### config.mk
export PLATFORM = sky130hd
export DESIGN_NAME = adc_sample_ctrl
export DESIGN_NICKNAME = d
export VERILOG_FILES = /design/src/rtl/adc_samp_pkg.sv /design/src/rtl/adc_trig_sync.sv /design/src/rtl/adc_trig_event.sv /design/src/rtl/adc_samp_timer.sv /design/src/rtl/adc_sample_ctrl.sv
export SDC_FILE = /design/constraint.sdc
export NUM_CORES = 1
export LEC_CHECK = 0
export ABC_AREA = 1
export BUFFER_PORTS_ARGS = -buffer_cell sky130_fd_sc_hd__buf_2
export CAP_MARGIN = 40
export CELL_PAD_IN_SITES_DETAIL_PLACEMENT = 1
export CELL_PAD_IN_SITES_GLOBAL_PLACEMENT = 2
export CORE_MARGIN = 5
export CORE_UTILIZATION = 30
export CTS_CLUSTER_SIZE = 14
export DETAILED_ROUTE_END_ITERATION = 10
export GPL_ROUTABILITY_DRIVEN = 0
export GPL_TIMING_DRIVEN = 1
export PLACE_DENSITY = 0.81
export SLEW_MARGIN = 20
export SYNTH_ARGS = -nofsm -noshare
export SYNTH_HDL_FRONTEND = slang
export SYNTH_HIERARCHICAL = 1
export SYNTH_SLANG_ARGS = --single-unit
### constraint.sdc
create_clock -name clk -period 1.73 [get_ports clk]
set_input_delay 0.173 -clock clk [delete_from_list [all_inputs] [get_ports clk]]
set_output_delay 0.173 -clock clk [all_outputs]
set_load 0.05 [all_outputs]
### src/rtl/adc_samp_pkg.sv
package adc_samp_pkg;

  typedef enum logic [2:0] {
    ST_IDLE   = 3'd0,
    ST_TIMED  = 3'd1,
    ST_GATED  = 3'd2,
    ST_FOLLOW = 3'd3,
    ST_CONV   = 3'd4
  } samp_state_e;

  localparam logic [1:0] EDGE_SW   = 2'b00;
  localparam logic [1:0] EDGE_RISE = 2'b01;
  localparam logic [1:0] EDGE_FALL = 2'b10;
  localparam logic [1:0] EDGE_BOTH = 2'b11;

endpackage

### src/rtl/adc_trig_sync.sv
module adc_trig_sync #(
  parameter int STAGES = 2
) (
  input  logic clk,
  input  logic rst_n,
  input  logic trig_in,
  output logic rise,
  output logic fall
);

  logic [STAGES-1:0] chain_q;
  logic [STAGES-1:0] chain_d;
  logic              last_q;

  assign chain_d[0] = trig_in;

  generate
    for (genvar g = 1; g < STAGES; g++) begin : g_stage
      assign chain_d[g] = chain_q[g-1];
    end
  endgenerate

  always_ff @(posedge clk or negedge rst_n) begin
    if (!rst_n) begin
      chain_q <= '0;
      last_q  <= 1'b0;
    end else begin
      chain_q <= chain_d;
      last_q  <= chain_q[STAGES-1];
    end
  end

  assign rise = chain_q[STAGES-1] & ~last_q;
  assign fall = ~chain_q[STAGES-1] & last_q;

endmodule

### src/rtl/adc_trig_event.sv
module adc_trig_event
  import adc_samp_pkg::*;
(
  input  logic       clk,
  input  logic       rst_n,
  input  logic [1:0] edge_sel,
  input  logic       ext_rise,
  input  logic       ext_fall,
  input  logic       sw_start,
  input  logic       sw_gate,
  output logic       start_evt,
  output logic       open_evt,
  output logic       close_evt
);

  logic sw_gate_q;
  logic sw_rise;
  logic sw_fall;

  always_ff @(posedge clk or negedge rst_n) begin
    if (!rst_n) sw_gate_q <= 1'b0;
    else        sw_gate_q <= sw_gate;
  end

  assign sw_rise = sw_gate & ~sw_gate_q;
  assign sw_fall = ~sw_gate & sw_gate_q;

  always_comb begin
    unique case (edge_sel)
      EDGE_SW:   start_evt = sw_start;
      EDGE_RISE: start_evt = ext_rise;
      EDGE_FALL: start_evt = ext_fall;
      default:   start_evt = ext_rise | ext_fall;
    endcase
    open_evt  = (edge_sel == EDGE_SW) ? sw_rise : ext_rise;
    close_evt = (edge_sel == EDGE_SW) ? sw_fall : ext_fall;
  end

endmodule

### src/rtl/adc_samp_timer.sv
module adc_samp_timer #(
  parameter int W = 10
) (
  input  logic         clk,
  input  logic         rst_n,
  input  logic         load,
  input  logic [W-1:0] load_val,
  input  logic         dec,
  output logic         expired
);

  logic [W-1:0] cnt_q;
  logic [W-1:0] cnt_d;
  logic         cnt_en;

  always_comb begin
    cnt_en = load | dec;
    cnt_d  = load ? load_val : (cnt_q - W'(1));
  end

  always_ff @(posedge clk or negedge rst_n) begin
    if (!rst_n)      cnt_q <= '0;
    else if (cnt_en) cnt_q <= cnt_d;
  end

  assign expired = (cnt_q <= W'(1));

endmodule

### src/rtl/adc_sample_ctrl.sv
module adc_sample_ctrl
  import adc_samp_pkg::*;
#(
  parameter int SMP_W       = 10,
  parameter int SYNC_STAGES = 2
) (
  input  logic             clk,
  input  logic             rst_n,
  input  logic             trig_in,
  input  logic [1:0]       edge_sel,
  input  logic             sw_start,
  input  logic             sw_gate,
  input  logic             gate_en,
  input  logic             follow_en,
  input  logic [SMP_W-1:0] smp_cycles,
  input  logic             eoc,
  output logic             sampling,
  output logic             conv_start,
  output logic             cfg_err
);

  samp_state_e state_q, state_d;
  logic        conv_q, conv_d;
  logic        ext_rise, ext_fall;
  logic        start_evt, open_evt, close_evt;
  logic        tmr_load, tmr_dec, tmr_expired;
  logic        direct_conv;

  adc_trig_sync #(.STAGES(SYNC_STAGES)) u_sync (
    .clk     (clk),
    .rst_n   (rst_n),
    .trig_in (trig_in),
    .rise    (ext_rise),
    .fall    (ext_fall)
  );

  adc_trig_event u_evt (
    .clk       (clk),
    .rst_n     (rst_n),
    .edge_sel  (edge_sel),
    .ext_rise  (ext_rise),
    .ext_fall  (ext_fall),
    .sw_start  (sw_start),
    .sw_gate   (sw_gate),
    .start_evt (start_evt),
    .open_evt  (open_evt),
    .close_evt (close_evt)
  );

  adc_samp_timer #(.W(SMP_W)) u_tmr (
    .clk      (clk),
    .rst_n    (rst_n),
    .load     (tmr_load),
    .load_val (smp_cycles),
    .dec      (tmr_dec),
    .expired  (tmr_expired)
  );

  assign cfg_err     = (gate_en & follow_en) | (gate_en & edge_sel[1]);
  assign direct_conv = (edge_sel == EDGE_SW) & ~sw_gate & ~follow_en;

  always_comb begin
    state_d  = state_q;
    conv_d   = 1'b0;
    tmr_load = 1'b0;
    tmr_dec  = 1'b0;
    if (cfg_err) begin
      state_d = ST_IDLE;
    end else begin
      unique case (state_q)
        ST_IDLE: begin
          if (gate_en) begin
            if (open_evt) state_d = ST_GATED;
          end else if (start_evt) begin
            if (direct_conv) begin
              conv_d  = 1'b1;
              state_d = ST_CONV;
            end else begin
              tmr_load = 1'b1;
              state_d  = ST_TIMED;
            end
          end
        end
        ST_TIMED: begin
          tmr_dec = 1'b1;
          if (tmr_expired) begin
            conv_d  = 1'b1;
            state_d = ST_CONV;
          end
        end
        ST_GATED: begin
          if (!gate_en) begin
            state_d = ST_IDLE;
          end else if (close_evt) begin
            conv_d  = 1'b1;
            state_d = ST_CONV;
          end
        end
        ST_FOLLOW: begin
          if (!follow_en) begin
            state_d = ST_IDLE;
          end else if (start_evt) begin
            conv_d  = 1'b1;
            state_d = ST_CONV;
          end
        end
        ST_CONV: begin
          if (eoc) state_d = follow_en ? ST_FOLLOW : ST_IDLE;
        end
        default: state_d = ST_IDLE;
      endcase
    end
  end

  always_ff @(posedge clk or negedge rst_n) begin
    if (!rst_n) begin
      state_q <= ST_IDLE;
      conv_q  <= 1'b0;
    end else begin
      state_q <= state_d;
      conv_q  <= conv_d;
    end
  end

  assign sampling   = (state_q == ST_TIMED) | (state_q == ST_GATED) |
                      (state_q == ST_FOLLOW);
  assign conv_start = conv_q;

endmodule

==> metrics.md, run 1 <==
| Metric | Value |
|---|---|
| Avg WL per Cell | `13.6 um` |
| Most common cell in the netlist | `nand2_1` |
| Global-route wire length before repair | `6.14 mm` |
| Setup repair after global routing missed its margin | `no` |
| Final setup fails | `0` |
| Synth cell types | `25` |
| Sequential cell area | `450 um2` |
| Syn_area_per_cell | `7.09 um2` |
| # H-tree levels | `1` |
| Register bit total from synthesis | `18` |
| Detail Route Antenna Nets | `0` |
| Worst setup SP type | `flop` |
| Vias in the first global route | `1333` |
| Wire length on met1 | `1.55 mm` |
| Switch share | `45.2%` |
| Max Freq | `630 MHz` |
| YS warnings | `6` |
| DR top layer | `met4` |
| Post-synth top cells | `51 x nand2_1, 21 x inv_1, 18 x dfrtp_1` |
| Area grow syn2layout | `28.0%` |
| I/O pin cnt | `23` |
| Fill count | `521` |
| Multi-input logic area | `703 um2` |
| EDFF count, synth | `0` |
| Met3 wire len | `103 um` |
| Critical-path top delay cell | `dfrtp_1` |
| Clk Latency, worst-skew pair | `0.25 ns` |
| Critical path arrival | `1.73 ns` |
| Inserted Diodes | `0` |
| Clock sink total | `18` |
| Hold Fails Final Rpt | `0` |
| Critical-path cell list | `inv_1 > ha_1 > o21ai_1 > nor4_2 > nand3b_1 > nor2_2 > a21oi_4 > nand2_2 > nand2_1 > nand2_1` |
| Dpl cells | `256` |
| Post-Layout Cell Count | `260` |
| Vias per cell | `4.97` |
| Cells after Synth | `173` |
| DR iter-0 viols | `38` |
| Die Span X | `73.9 um` |
| Clk pwr share | `14.0%` |
| Maximum vdd drop | `0.568 mV` |
| Core area | `3970 um2` |
| Slew HR | `70.3%` |
| Gr usage total | `14.4%` |
| Total Nets Final | `234` |
| Measured slew at the worst slew-check pin | `0.446 ns` |
| Top cell type's share of synthesized area | `36.7%` |
| Tmin final | `1.59 ns` |
| Die height | `73.9 um` |
| Area leader, netlist | `dfrtp_1` |
| Syn_nets | `195` |
| Status | `finished, final reports clean` |
| Setup Skew | `0.00557 ns` |
| Die area | `5470 um2` |
| Rows | `23` |
| Placed inst area | `1480 um2` |
| Port-buffer cells | `22` |
| Dpl hpwl | `2.78 mm` |
| Worst Setup End Kind | `flop` |
| Drt drc | `0` |
| Post-CTS setup buffers | `0` |
| Top post-synthesis cells by area | `dfrtp_1 37%, nand2_1 16%, nand3_1 6.5%, inv_1 6.4%, nor2_1 5.2%` |
| Hold Crit Class | `input pin to flop` |
| Syn Std Cell Area | `1230 um2` |
| Sequential power share | `32.6%` |
| DR pass1 iterations | `4` |
| Initial Util | `30.9%` |
| Switching power | `963 uW` |
| Asr flop ratio synth | `100%` |
| Cell mode on critical path | `nand2_1` |
| Pin count of the biggest net entering global routing | `19` |
| Max clock buf depth | `2` |
| Power Dens Cells | `1360 nW/um2` |
| Share of cells above drive strength 1 | `30.0%` |
| Clock-pin slew of the registers on the worst-case setup and hold paths | `0.07 ns` |
| Logic pwr share | `53.3%` |
| Routed via count | `1293` |
| Pint | `1170 uW` |
| Num CTS Buffers | `3` |
| Worst Path Required | `1.87 ns` |
| WL final | `3.55 mm` |
| TritonCTS clock tree | `done` |
| Met2 WL | `1.84 mm` |
| Crit path largest cell delay | `0.42 ns` |
| Initial antenna violation count | `0` |
| LEAKAGE | `0.000793 uW` |
| Max-slew violation count | `0` |
| Fin area | `1570 um2` |
| Synth Flop Type | `dfrtp_1` |
| Sequential-to-total area share from yosys stat | `36.7%` |
| Crit path max fanout | `4` |
| Critical path class | `flop to flop` |
| Final period util | `91.7%` |
| Global route overflow | `0` |
| CTS Root Cell | `clkbuf_8` |
| Max cap viols | `0` |
layout make-up:
cell class,instances,area share [%]
Clock buffer,3,2.63
Sequential cell,18,28.7
Tap cell,50,3.99
Multi-Input combinational cell,128,44.8
Timing Repair Buffer,36,13.9
Inverter,25,5.98
metrics by stage:
stage	hold slack, ns	util (%)	power (uW)	worst slack (ns)	TNS (ns)
after global routing	0.0189	39.5	2310	0.0161	0
after CTS	0.0134	38.7	2110	0.00222	0
after global placement	0.133	37.3	1750	0.0775	0
after floorplan	-0.123	-	1420	0.161	0
final	0.0184	39.5	2130	0.144	0
after detailed placement	0.146	37.3	1800	-0.00326	-0.00326
worst max-delay path, delay by kind of cell (launching register included):
family / cells / cell delay, ns
adders and majority gates: 1 / 0.16
AOI/OAI and AO/OA: 2 / 0.23
and+or+nand+nor: 6 / 0.56
buffers and inverters: 1 / 0.08
DFF: 1 / 0.42
kinds of logic (layout without fill, tap and decap cells):
logic type	Yosys count	after routing	synth area share (%)
compound gates	19	19	11.1
flops	18	18	36.7
simple gates	106	106	40.5
xor+xnor	1	1	0.714
fa+ha+maj	2	2	2.04
buf+inv	27	64	8.88
power groups by stage:
stage          Sequential, uW  Combinational, uW  Clock [uW]
6_report                  696               1140         299
4_1_cts                   691               1110         306
3_3_place_gp              687               1060           0
5_1_grt                   717               1270         328
3_5_place_dp              697               1100           0
2_1_floorplan             687                736           0
cells in the final DEF, fill, tap and decap left out, drive strengths merged, types with 4 or more instances in the layout:
cell type,instances
a22oi,4
nand3,16
o211ai,6
nand4,4
nand2,56
buf,35
nor2,24
dfrtp,18
o21ai,4
inv,25
nand3b,4
routing by layer:
| layer | global-route usage, % | vias up |
|---|---|---|
| met4 | 5.63 | 0 |
| met3 | 2.70 | 8 |
| met1 | 16.7 | 637 |
| met5 | 0 | - |
| met2 | 25.9 | 19 |
| li1 | - | 629 |
flip-flops by register name, indices dropped and copies added, names as in the netlist:
register / flops
u_tmr/cnt_q: 10
u_sync/last_q: 1
state_q: 3
u_sync/chain_q: 2
conv_start: 1
u_evt/sw_gate_q: 1
what timing repair did:
action                                  in CTS  in global routing
hold buffers                                 1                  0
gates resized for setup                      1                  9
pin swaps                                    0                  1
hold endpoints to repair                    18                  0
endpoints found under the setup margin       2                 13
path summary, 6_finish.rpt:
check	start	to	slack (ns)	cells past startpoint
max	u_tmr/cnt_q[0]$_DFFE_PN0P_	state_q[0]$_DFFE_PN0P_	0.14	10
min	trig_in	u_sync/chain_q[0]$_DFF_PN0_	0.02	1
max reg2reg	u_tmr/cnt_q[0]$_DFFE_PN0P_	state_q[0]$_DFFE_PN0P_	0.14	10
min reg2reg	u_sync/chain_q[0]$_DFF_PN0_	u_sync/chain_q[1]$_DFF_PN0_	0.35	0
max in group asynchronous	rst_n	u_tmr/cnt_q[9]$_DFFE_PN0P_	1.03	2
min in group asynchronous	rst_n	u_sync/chain_q[0]$_DFF_PN0_	0.39	2
Note: power is estimated with default switching activity, not from simulation.
==> inputs of run 2 (changes only) <==
- ABC_AREA: 1 -> not set
- CORE_UTILIZATION: 30 -> 32
- PLACE_DENSITY: 0.81 -> 0.8
==> run 2 against run 1 <==
  * The flow now finishes with violations (negative setup slack)
  * Largest cell class unchanged
  * Register-to-register slack lost 0.20 ns
  * Final area is 2.0% lower
  * Largest power group unchanged
  * Critical path type unchanged
  * Flip-flop and latch count did not move
  * Non-clock buffer count rose by 10
  * Core utilization increased by 6.9 points
  * Global-route usage down 0.55 points
==> metrics.md, run 2 <==
| Metric | Value |
|---|---|
| Sequential power share | `38.7%` |
| Max Freq | `560 MHz` |
| Area grow syn2layout | `40.8%` |
| Die Span X | `68.4 um` |
| YS warnings | `6` |
| DR pass1 iterations | `5` |
| Die height | `68.4 um` |
| # H-tree levels | `1` |
| TritonCTS clock tree | `done` |
| Most flops, register | `u_tmr/cnt_q` |
| Largest register FFs | `10` |
| Dpl cells | `196` |
| Clk Latency, worst-skew pair | `0.29 ns` |
| Initial antenna violation count | `0` |
| LEAKAGE | `0.000686 uW` |
| Port-buffer cells | `22` |
| Gr usage total | `13.8%` |
| Commonest non-fill, non-tap cell in the layout | `buf_2` |
| Post-synthesis mux area share | `0%` |
| Post-Layout Cell Count | `208` |
| Register bit total from synthesis | `18` |
| Rows | `21` |
| Final design utilization | `46.4%` |
| Switching power | `650 uW` |
| Synth Area in Compound Gates | `17.6%` |
| EDFF count, synth | `0` |
| DR iter-0 viols | `53` |
| Vias per cell | `4.91` |
| WL final | `3.03 mm` |
| Num CTS Buffers | `3` |
| Simple logic cell fraction of the synthesized area | `27.7%` |
| Clock-pin slew of the registers on the worst-case setup and hold paths | `0.11 ns` |
| Worst Path Required | `1.93 ns` |
| Adder-cell share of the synthesized area | `2.29%` |
| Area leader, netlist | `dfrtp_1` |
| Slew HR | `71.3%` |
| Final setup fails | `7` |
| Final period util | `103%` |
| Top post-synthesis cells by area | `dfrtp_1 41%, o21ai_0 5.0%, nand2_1 4.8%, xnor2_1 4.0%, xor2_1 3.2%` |
| Power Dens Cells | `1110 nW/um2` |
| Setup Skew | `0.00610 ns` |
| Failing checks | `negative setup slack` |
| Max cap viols | `0` |
| CTS Root Cell | `clkbuf_4` |
| I/O pin cnt | `23` |
| WHS | `0.0401 ns` |
| Post-synth top cells | `18 x dfrtp_1, 14 x nand2_1, 11 x o21ai_0` |
| Total Nets Final | `185` |
| Asr flop ratio synth | `100%` |
| Worst Setup End Kind | `flop` |
| Hold Crit Class | `input pin to flop` |
| Clk pwr share | `15.6%` |
| Pint | `1060 uW` |
| Maximum vdd drop | `0.393 mV` |
| Pin count of the biggest net entering global routing | `21` |
| Syn Std Cell Area | `1090 um2` |
| Initial Util | `33.0%` |
| Logic pwr share | `45.7%` |
| Routed via count | `1022` |
| Measured slew at the worst slew-check pin | `0.430 ns` |
| Core area | `3310 um2` |
| Switch share | `38.0%` |
| Die area | `4680 um2` |
| Largest family of logic cells by synthesized area | `simple AND/OR/NAND/NOR gates` |
| Top cell type's share of synthesized area | `41.2%` |
| Most frequent cells in the layout | `22 x buf_2, 20 x buf_4, 18 x dfrtp_1, 14 x nand2_1` |
| Syn_area_per_cell | `9.34 um2` |
| Critical path arrival | `1.98 ns` |
| Drt drc | `0` |
| Sequential-to-total area share from yosys stat | `41.2%` |
| Worst setup SP type | `flop` |
| Most common cell in the netlist | `dfrtp_1` |
| Synth Flop Type | `dfrtp_1` |
| Crit path max fanout | `4` |
| Tmin final | `1.78 ns` |
| Global route overflow | `0` |
| Critical path class | `flop to flop` |
| Syn_nets | `139` |
| Max clock buf depth | `2` |
| Inserted Diodes | `0` |
| Avg WL per Cell | `14.6 um` |
| Max-slew violation count | `0` |
| Clock sink total | `18` |
| Hold Fails Final Rpt | `0` |
| Share of cells above drive strength 1 | `42.0%` |
| Global-route wire length before repair | `4.83 mm` |
| Vias in the first global route | `1072` |
| Cells after Synth | `117` |
| Synth cell types | `42` |
| Status | `finished, violations left` |
| Top Registers | `u_tmr/cnt_q (10), state_q (3), u_sync/chain_q (2)` |
| Setup repair after global routing missed its margin | `yes` |
| Worst setup margin | `-0.0543 ns` |
| Post-synthesis xor/xnor area fraction | `7.22%` |
| Dpl hpwl | `2.31 mm` |
| Detail Route Antenna Nets | `0` |
[run 2: critical path, stage by stage, from the launching register on]
cell	delay, ns
dfrtp_1	0.42
nor2b_4	0.13
nor3b_4	0.20
or4b_4	0.54
nor4_4	0.18
xnor2_1	0.15
o21ai_1	0.07
[run 2: metal layers]
layer | global-route usage [%] | vias to the layer above | wire, um
met4 | 3.47 | 0 | 27
met1 | 17.7 | 488 | 1360
met2 | 22.9 | 17 | 1550
met5 | 0 | - | 0
li1 | - | 513 | -
met3 | 3.61 | 4 | 94
[run 2: cell families (layout without fill, tap and decap cells)]
| family | count (synthesis) | after routing |
|---|---|---|
| AOI/OAI and AO/OA | 28 | 28 |
| buffers and inverters | 11 | 56 |
| xor gates and xnor gates | 9 | 9 |
| and+or+nand+nor | 49 | 49 |
| DFF | 18 | 18 |
| adders and majority gates | 2 | 2 |
[run 2: metrics by stage]
stage / TNS [ns] / area (um2) / total power (uW) / worst slack, ns
floorplan: -0.353 / 1120 / 1090 / -0.140
global placement: -0.0109 / 1390 / 1340 / -0.00840
detailed placement: -0.295 / 1390 / 1390 / -0.0775
CTS: -0.268 / 1490 / 1690 / -0.104
global route: -1.02 / 1540 / 1830 / -0.139
finish: -0.191 / 1540 / 1710 / -0.0543
[run 2: area by class of cell]
class | count | area, um2
flip-flops and latches | 18 | 450
multi-input cells | 88 | 659
repair buffers | 46 | 312
inverters | 6 | 22.5
clock buffers | 4 | 36.3
well taps | 46 | 57.6
fillers | 424 | 1770
[run 2: path summary, 6_finish.rpt]
path / startpoint / endpoint / slack [ns] / depth (start not counted)
worst max register to register: state_q[1]$_DFFE_PN0P_ / u_tmr/cnt_q[9]$_DFFE_PN0P_ / -0.05 / 6
min in group asynchronous: rst_n / state_q[2]$_DFFE_PN0P_ / 0.33 / 2
worst min-delay path: sw_gate / u_evt/sw_gate_q$_DFF_PN0_ / 0.04 / 1
worst min register to register: u_sync/chain_q[0]$_DFF_PN0_ / u_sync/chain_q[1]$_DFF_PN0_ / 0.37 / 0
worst max-delay path: state_q[1]$_DFFE_PN0P_ / u_tmr/cnt_q[9]$_DFFE_PN0P_ / -0.05 / 6
max in group asynchronous: rst_n / u_tmr/cnt_q[6]$_DFFE_PN0P_ / 1.11 / 2
[run 2: timing repair]
action	4_1_cts	5_1_grt
setup buffers	3	3
endpoints found under the hold margin	19	0
pin swaps	5	5
gates cloned	0	0
setup endpoints to repair	10	10
hold buffers	2	0
gates resized for setup	7	7
[run 2: power by group through the flow]
stage,Clock (uW),Combinational (uW),Sequential (uW)
after floorplan,0,428,665
after CTS,275,751,661
after detailed placement,0,727,667
final,267,780,661
after global routing,295,863,677
after global placement,0,684,656
